File: src/rtl/flut_pkg.sv
package flut_pkg;
   typedef enum logic {
      MODE_WHOLE = 1'b0,
      MODE_SPLIT = 1'b1
   } flut_mode_e;

   function automatic int unsigned table_bits(input int unsigned k);
      return 32'd1 << k;
   endfunction
endpackage

File: src/rtl/flut_cfg_chain.sv
module flut_cfg_chain #(
   parameter int unsigned WORD_W = 67
) (
   input  logic              clk,
   input  logic              rst,
   input  logic              shift_en,
   input  logic              ser_in,
   output logic [WORD_W-1:0] word
);
   if (WORD_W < 2) begin : g_bad_width
      $error("flut_cfg_chain: WORD_W must be at least 2");
   end

   always_ff @(posedge clk) begin
      if (rst)
         word <= '0;
      else if (shift_en)
         word <= {word[WORD_W-2:0], ser_in};
   end

   assert_shift_entry_R6: assert property (@(posedge clk) disable iff (rst)
      shift_en |=> (word[0] == $past(ser_in)))
      else $error("serial bit not captured");

   assert_shift_move_R6: assert property (@(posedge clk) disable iff (rst)
      shift_en |=> (word[WORD_W-1:1] == $past(word[WORD_W-2:0])))
      else $error("chain did not advance");

   assert_hold_when_idle_R7: assert property (@(posedge clk) disable iff (rst)
      !shift_en |=> $stable(word))
      else $error("chain changed while idle");
endmodule

File: src/rtl/flut_lut.sv
module flut_lut #(
   parameter int unsigned SEL_W    = 5,
   parameter bit          USE_TREE = 1'b1,
   localparam int unsigned DEPTH   = 1 << SEL_W
) (
   input  logic [DEPTH-1:0] tbl,
   input  logic [SEL_W-1:0] sel,
   output logic             y
);
   if (SEL_W < 1 || SEL_W > 12) begin : g_bad_sel
      $error("flut_lut: SEL_W out of range");
   end

   if (USE_TREE) begin : g_tree
      // heap-ordered mux tree: node i has children 2i and 2i+1, leaves at DEPTH..2*DEPTH-1
      logic [2*DEPTH-1:1] node;
      assign node[2*DEPTH-1:DEPTH] = tbl;
      for (genvar d = 0; d < SEL_W; d++) begin : g_lvl
         for (genvar n = 0; n < (1 << d); n++) begin : g_node
            localparam int unsigned IDX = (1 << d) + n;
            assign node[IDX] = sel[SEL_W-1-d] ? node[2*IDX+1] : node[2*IDX];
         end
      end
      assign y = node[1];
   end else begin : g_index
      assign y = tbl[sel];
   end
endmodule

File: src/rtl/flut_path.sv
module flut_path (
   input  logic clk,
   input  logic rst,
   input  logic lut_val,
   input  logic use_reg,
   input  logic enable,
   output logic path_out
);
   logic cap_q;

   always_ff @(posedge clk) begin
      if (rst)
         cap_q <= 1'b0;
      else
         cap_q <= lut_val;
   end

   always_comb begin
      if (!enable)
         path_out = 1'b0;
      else if (use_reg)
         path_out = cap_q;
      else
         path_out = lut_val;
   end

   assert_capture_follows_lut_R5: assert property (@(posedge clk) disable iff (rst)
      1'b1 |=> (cap_q == $past(lut_val)))
      else $error("flip-flop missed the lookup value");

   assert_registered_out_R5: assert property (@(posedge clk) disable iff (rst)
      (enable && use_reg && $past(!rst)) |-> (path_out == $past(lut_val)))
      else $error("registered output not one edge behind");
endmodule

File: src/rtl/flut_element.sv
module flut_element
   import flut_pkg::*;
#(
   parameter int unsigned LUT_K    = 6,
   parameter bit          TREE_LUT = 1'b1
) (
   input  logic             clk,
   input  logic             rst,
   input  logic             cfg_en,
   input  logic             cfg_in,
   input  logic [LUT_K-1:0] data_i,
   output logic [1:0]       out_o
);
   localparam int unsigned TT_W   = table_bits(LUT_K);
   localparam int unsigned HALF_W = TT_W / 2;
   localparam int unsigned SUB_K  = LUT_K - 1;
   localparam int unsigned CFG_W  = TT_W + 3;

   if (LUT_K < 2 || LUT_K > 10) begin : g_bad_k
      $error("flut_element: LUT_K must lie in 2..10");
   end

   logic [CFG_W-1:0] cfg_word;
   logic [TT_W-1:0]  tt;
   logic [1:0]       reg_sel;
   flut_mode_e       mode;
   logic             split;
   logic             lo_val, hi_val, whole_val;
   logic             d0, d1;

   flut_cfg_chain #(.WORD_W(CFG_W)) u_chain (
      .clk     (clk),
      .rst     (rst),
      .shift_en(cfg_en),
      .ser_in  (cfg_in),
      .word    (cfg_word)
   );

   assign tt      = cfg_word[TT_W-1:0];
   assign reg_sel = cfg_word[TT_W+1:TT_W];
   assign mode    = flut_mode_e'(cfg_word[TT_W+2]);
   assign split   = (mode == MODE_SPLIT);

   flut_lut #(.SEL_W(SUB_K), .USE_TREE(TREE_LUT)) u_lut_lo (
      .tbl(tt[HALF_W-1:0]),
      .sel(data_i[SUB_K-1:0]),
      .y  (lo_val)
   );

   flut_lut #(.SEL_W(SUB_K), .USE_TREE(TREE_LUT)) u_lut_hi (
      .tbl(tt[TT_W-1:HALF_W]),
      .sel(data_i[SUB_K-1:0]),
      .y  (hi_val)
   );

   // the top input chooses between the halves to form the full-width function
   assign whole_val = data_i[LUT_K-1] ? hi_val : lo_val;
   assign d0        = split ? lo_val : whole_val;
   assign d1        = split & hi_val;

   flut_path u_path0 (
      .clk     (clk),
      .rst     (rst),
      .lut_val (d0),
      .use_reg (reg_sel[0]),
      .enable  (1'b1),
      .path_out(out_o[0])
   );

   flut_path u_path1 (
      .clk     (clk),
      .rst     (rst),
      .lut_val (d1),
      .use_reg (reg_sel[1]),
      .enable  (split),
      .path_out(out_o[1])
   );

   assert_whole_lookup_R2: assert property (@(posedge clk) disable iff (rst)
      (mode == MODE_WHOLE && !reg_sel[0]) |-> (out_o[0] == tt[data_i]))
      else $error("whole-mode lookup mismatch");

   assert_whole_out1_zero_R3: assert property (@(posedge clk) disable iff (rst)
      (mode == MODE_WHOLE) |-> (out_o[1] == 1'b0))
      else $error("output 1 active in whole mode");

   assert_split_hi_lookup_R4: assert property (@(posedge clk) disable iff (rst)
      (split && !reg_sel[1]) |-> (out_o[1] == tt[HALF_W + 32'(data_i[SUB_K-1:0])]))
      else $error("split upper lookup mismatch");

   assert_split_lo_lookup_R4: assert property (@(posedge clk) disable iff (rst)
      (split && !reg_sel[0]) |-> (out_o[0] == tt[data_i[SUB_K-1:0]]))
      else $error("split lower lookup mismatch");

   assert_reset_clears_R1: assert property (@(posedge clk)
      rst |=> (cfg_word == '0))
      else $error("reset left configuration set");
endmodule

File: config.mk
export PLATFORM = sky130hd
export DESIGN_NAME = flut_element
export DESIGN_NICKNAME = d
export VERILOG_FILES = /design/src/rtl/flut_pkg.sv /design/src/rtl/flut_cfg_chain.sv /design/src/rtl/flut_lut.sv /design/src/rtl/flut_path.sv /design/src/rtl/flut_element.sv
export SDC_FILE = /design/constraint.sdc
export NUM_CORES = 1
export LEC_CHECK = 0
export ABC_AREA = 0
export BUFFER_PORTS_ARGS = -buffer_cell sky130_fd_sc_hd__buf_2
export CORE_MARGIN = 10
export CORE_UTILIZATION = 60
export DETAILED_ROUTE_END_ITERATION = 8
export GPL_ROUTABILITY_DRIVEN = 0
export PLACE_DENSITY = 0.82
export SLEW_MARGIN = 20
export SYNTH_ARGS = -nofsm -noshare
export SYNTH_HDL_FRONTEND = slang
export SYNTH_HIERARCHICAL = 1
export SYNTH_SLANG_ARGS = --single-unit
File: constraint.sdc
create_clock -name clk -period 4.76 [get_ports clk]
set_clock_uncertainty 0.2 [all_clocks]
set_input_delay 0.714 -clock clk [delete_from_list [all_inputs] [get_ports clk]]
set_output_delay 0.714 -clock clk [all_outputs]
set_load 0.02 [all_outputs]
==> results.cfg, run 1 <==
[run_status]
status = finished clean

[clock_network]
cts.path.max_buffers = 2
cts_resized = 0
cts_max_level = 3
numCtsBuffers = 9
clk_latency_ns = 0.34
hold_buffers = 0
cts.clk_slew.worst_paths_ns = 0.07
clock_sinks = 69
cts-root-buf = clkbuf_8
cts_tree = built
cts_setup_buffers = 0

[power]
power_density_nw_per_um2 = 371
p_leak_nw = 1.52
power.total_mw = 1.26
peakVddDrop_mv = 0.275

[critical_path]
cp_cell_sequence = buf_2 -> buf_4 -> mux2i_1 -> a22oi_1 -> nand3_1 -> nand2_1 -> a311o_1 -> mux2_4 -> mux2i_1 -> nor2b_1 -> buf_2
endpoint_kind = output pin
worstSetupPathType = primary input to output pin
path_max_fanout = 22
max_stage_delay_ns = 0.50
worst-path-buf-inv = 3
cpLargestDelayFamily = buffers and inverters
critPathRequiredTime_ns = 3.85
slowest_stage = buf_2
critPathLaunchType = primary input
crit_arrival_ns = 2.90

[cells_and_area]
diodes = 0
fillers = 424
area_growth_pct = 6.95
drive_gt1_share_pct = 9.38
fin_nets = 325

[die]
die_h_microns = 92.7
initial_utilization_pct = 62.0
io_pins = 12
dieArea_sq_um = 8590
core_area_sq_um = 5110
num_rows = 26
die_width_microns = 92.7

[detailed_routing]
drcViolationCount = 0
vias_per_cell = 5.38
wl_per_cell_microns = 14.4
ant_nets = 0
dr.first_iter.drc_count = 134
dr.pass1.iters = 4
routed_wl_mm = 5.63
vias = 2100

[sta]
slew_viol_final = 0
rsz0062_at_grt = false
post-route-period-util_pct = 80.2
max_freq_ghz = 0.262
finalHoldViolCount = 0
setup_viol = 0
finalSetupTns_ns = 0
worst_slew_pin_slew_ns = 1.07
slew_headroom_pct = 28.4
min_period_ns = 3.82

[global_route]
grt_max_degree = 70
gr-max-usage-layer = met2
groute.layer.met3.usage_pct = 4.68
grt_pass1_wl_mm = 9.56
gr-total-overflow = 0
met2_usage_pct = 21.2
antenna_found_initial = 0
gr-usage-all-layers_pct = 13.9
grt_use_met1_pct = 16.6
grt_pass1_vias = 2039

[yosys]
syn_area_sq_um = 3170
yosysWarnings = 6
ys.flop_type = dfxtp_1
ys_types = 21
seq_area_frac_synth_pct = 43.6
ys_seq_elements = 69
synth_nets = 320
yosysTopAreaCell = dfxtp_1
async_flop_share_pct = 0
synth_area_per_cell_sq_um = 10.2
netlist_instances = 310
synth_area_leaders = dfxtp_1 (44%), mux2i_1 (32%), nor2_1 (8.2%)
synth_edf_count = 0
synth_top_area_share_pct = 43.6

[place]
hpwlAfterDp_mm = 3.54
port-buffer-count = 11

[worst_hold_path]
worstHoldPathType = register to register

[run]
max-cap-violations = 0
-- worst paths after layout --
path	start	depth (start not counted)	to	slack (ns)
worst max-delay path	data_i[1]	11	out_o[0]	0.94
worst min-delay path	u_chain/word[36]	2	u_chain/word[36]	0.32
worst max register to register	u_chain/word[51]	7	u_path0/cap_q	2.92
worst min register to register	u_chain/word[36]	2	u_chain/word[36]	0.32
-- area by class of cell --
type	count	area, sq um	share of cell area [%]
multi-input combinational	222	1590	46.8
clock buffer	11	151	4.47
tap	70	87.6	2.58
sequential	69	1380	40.8
timing repair buffer	13	75.1	2.22
clock inverter	5	106	3.14
-- flip-flops by register name, summed over array words and instances (netlist names) --
name	flops
u_chain/word	67
u_path0/cap_q	1
u_path1/cap_q	1
-- stage by stage --
step / std cells / hold WS, ns / instance area [sq um] / worst slack (ns) / util, %
floorplan: 310 / 0.282 / 3170 / 1.76 / -
global placement: 374 / 0.302 / 3130 / 1.04 / 61.2
detailed placement: 374 / 0.311 / 3130 / 0.973 / 61.2
CTS: 390 / 0.328 / 3390 / 0.963 / 66.3
global route: 390 / 0.354 / 3390 / 0.785 / 66.3
finish: 390 / 0.324 / 3390 / 0.944 / 66.3
-- layout by cell type, fill, tap and decap left out --
cell type   synthesis  layout
mux2i_1           101     101
nor2_1             69      69
dfxtp_1            69      69
nand2_1            12      12
clkbuf_8            0      11
buf_2               1       9
a22oi_1             8       8
nor2b_1             7       7
a21oi_1             6       6
buf_4               4       4
nand3_1             4       4
and2_1              3       3
bufinv_16           0       3
and2b_1             2       2
a211oi_1            2       2
nand4b_1            2       2
nand2b_1            2       2
a311o_1             2       2
mux2_4              1       1
clkinvlp_4          0       1
clkinv_4            0       1
conb_1              1       1
-- Yosys cell counts, types with 3 or more instances --
cell      number
a21oi_1        6
dfxtp_1       69
and2_1         3
nor2b_1        7
nand3_1        4
buf_4          4
nor2_1        69
mux2i_1      101
a22oi_1        8
nand2_1       12
clkbuf_1       6
buf_12         6
-- layer usage --
| layer | vias to the layer above | share of wire [%] |
|---|---|---|
| met2 | 27 | 47 |
| met5 | - | 0 |
| met3 | 10 | 3.7 |
| li1 | 1076 | - |
| met1 | 987 | 47 |
| met4 | 0 | 2.1 |
-- kinds of logic (layout without fill, tap and decap cells) --
kind of cell / Yosys count / after routing / share of synthesized area, %
mux: 102 / 102 / 32.4
simple gates: 101 / 101 / 13.6
flops: 69 / 69 / 43.6
buf+inv: 19 / 29 / 6.32
compound gates: 18 / 18 / 3.95
other cells: 1 / 1 / 0.118
-- worst register-to-register path, stage by stage, from the launching register on --
cell and delay, ns:
dfxtp_1 0.33, mux2i_1 0.17, a22oi_1 0.11, nand4b_1 0.10
a21oi_1 0.05, a311o_1 0.35, mux2_4 0.27, nor2b_1 0.12
-- where the power goes --
| group | internal [mW] | switching, mW |
|---|---|---|
| Clock | 0.377 | 0.218 |
| Combinational | 0.0344 | 0.0468 |
| Sequential | 0.579 | 0.000994 |
| Total | 0.990 | 0.266 |
No activity file was read; power rests on OpenSTA's default activity.
==> run 2, diff against run 1 <==
==> constraint.sdc (replaced) <==
create_clock -name clk -period 3.8 [get_ports clk]
set_clock_uncertainty 0.2 [all_clocks]
set_input_delay 0.57 -clock clk [delete_from_list [all_inputs] [get_ports clk]]
set_output_delay 0.57 -clock clk [all_outputs]
set_load 0.02 [all_outputs]
==> run 2 against run 1 <==
Net effect: utilization fell by 1.0 points; highest routed layer unchanged; power increased by 14%; critical path depth stayed put; cell area decreased by 1.5%; critical endpoint unchanged.
==> results.cfg, run 2 (synthesis results as in run 1) <==
[cells_and_area]
multi_input_area_sq_um = 1590
final_cells = 389
drive_gt1_share_pct = 8.78
layout_common_cells = mux2i_1 (101), nor2_1 (69), dfxtp_1 (69)
fillers = 440
largest_register_ffs = 67
fin_nets = 324
area_growth_pct = 5.33
regArea_sq_um = 1380
diodes = 0
reg_top3 = u_chain/word x67, u_path0/cap_q x1, u_path1/cap_q x1
regMostFlops = u_chain/word
final_common_cell = mux2i_1

[critical_path]
worstSetupPathType = primary input to output pin
slowest_stage = a311o_1
critPathRequiredTime_ns = 3.03
crit_arrival_ns = 2.52
max_stage_delay_ns = 0.35
path_max_fanout = 23
cp_cell_sequence = buf_2 -> buf_12 -> mux2i_1 -> a22oi_1 -> nand4b_1 -> a21oi_1 -> a311o_1 -> mux2_4 -> mux2i_1 -> nor2b_1 -> buf_2
cpLargestDelayFamily = buffers and inverters
endpoint_kind = output pin
critPathLaunchType = primary input
worst-path-buf-inv = 3

[global_route]
grt_pass1_vias = 2085
gr-usage-all-layers_pct = 13.7
grt_max_degree = 70
grt_pass1_wl_mm = 9.66
antenna_found_initial = 0
gr-total-overflow = 0

[detailed_routing]
dr.pass1.iters = 4
routed_wl_mm = 5.59
vias = 2082
dr.first_iter.drc_count = 115
ant_nets = 0
drcViolationCount = 0
vias_per_cell = 5.35
wl_per_cell_microns = 14.4

[worst_hold_path]
worstHoldPathType = primary input to register

[sta]
post-route-period-util_pct = 86.7
slew_headroom_pct = 28.5
finalSetupTns_ns = 0
rsz0062_at_grt = false
setup_viol = 0
min_period_ns = 3.29
max_freq_ghz = 0.304
worst_slew_pin_slew_ns = 1.07
finalHoldViolCount = 0
slew_viol_final = 0

[die]
core_area_sq_um = 5110
dieArea_sq_um = 8590
initial_utilization_pct = 62.0
die_width_microns = 92.7
num_rows = 26
io_pins = 12
die_h_microns = 92.7

[clock_network]
clk_latency_ns = 0.35
cts_resized = 0
cts.clk_slew.worst_paths_ns = 0.07
numCtsBuffers = 9
cts_tree = built
clock_sinks = 69
cts_setup_buffers = 0
cts-root-buf = clkbuf_8
cts_max_level = 3
hold_buffers = 0
cts.path.max_buffers = 2

[power]
peakVddDrop_mv = 0.269
p_leak_nw = 1.49
power_density_nw_per_um2 = 428

[run_status]
status = finished clean

[place]
hpwlAfterDp_mm = 3.62
placed_cells = 373
port-buffer-count = 11

[run]
max-cap-violations = 0
## run 2: cell type report
| class | instances | share of cell area, % |
|---|---|---|
| Timing Repair Buffer | 12 | 2.40 |
| Clock buffer | 11 | 4.24 |
| Multi-Input combinational cell | 222 | 47.5 |
| Clock inverter | 5 | 1.80 |
| Tap cell | 70 | 2.62 |
| Sequential cell | 69 | 41.4 |
## run 2: power by group
part	internal (mW)	total, mW	switching [mW]
registers	0.725	0.726	0.00134
clock network	0.322	0.601	0.279
logic	0.0436	0.102	0.0584
total	1.09	1.43	0.338
## run 2: metrics by stage
step	instance area [sq um]	util, %	total power, mW	hold slack [ns]	worst slack, ns
2_1_floorplan	3170	-	0.838	0.282	1.09
3_3_place_gp	3130	61.3	0.842	0.303	0.543
3_5_place_dp	3130	61.3	0.844	0.312	0.500
4_1_cts	3330	65.3	1.44	0.294	0.488
5_1_grt	3340	65.3	1.48	0.338	0.377
6_report	3340	65.3	1.43	0.309	0.505
## run 2: final timing paths
check,slack [ns],cells after the start,from,end
max,0.51,11,data_i[1],out_o[0]
min,0.31,3,cfg_in,u_chain/word[0]
max reg2reg,1.98,7,u_chain/word[19],u_path0/cap_q
min reg2reg,0.33,2,u_chain/word[6],u_chain/word[6]
## run 2: worst register-to-register path, delay by kind of cell, from the launching register on
| family | cells | cell delay (ns) |
|---|---|---|
| DFF | 1 | 0.33 |
| and+or+nand+nor | 2 | 0.22 |
| muxes | 2 | 0.42 |
| AOI/OAI and AO/OA | 3 | 0.50 |
## run 2: layer usage
metal / vias to the layer above / GRT usage, % / share of wire [%]
met1: 974 / 16.2 / 47
li1: 1071 / - / -
met5: - / 0 / 0
met4: 0 / 5.40 / 1.6
met3: 10 / 5.08 / 3.9
met2: 27 / 22.1 / 48
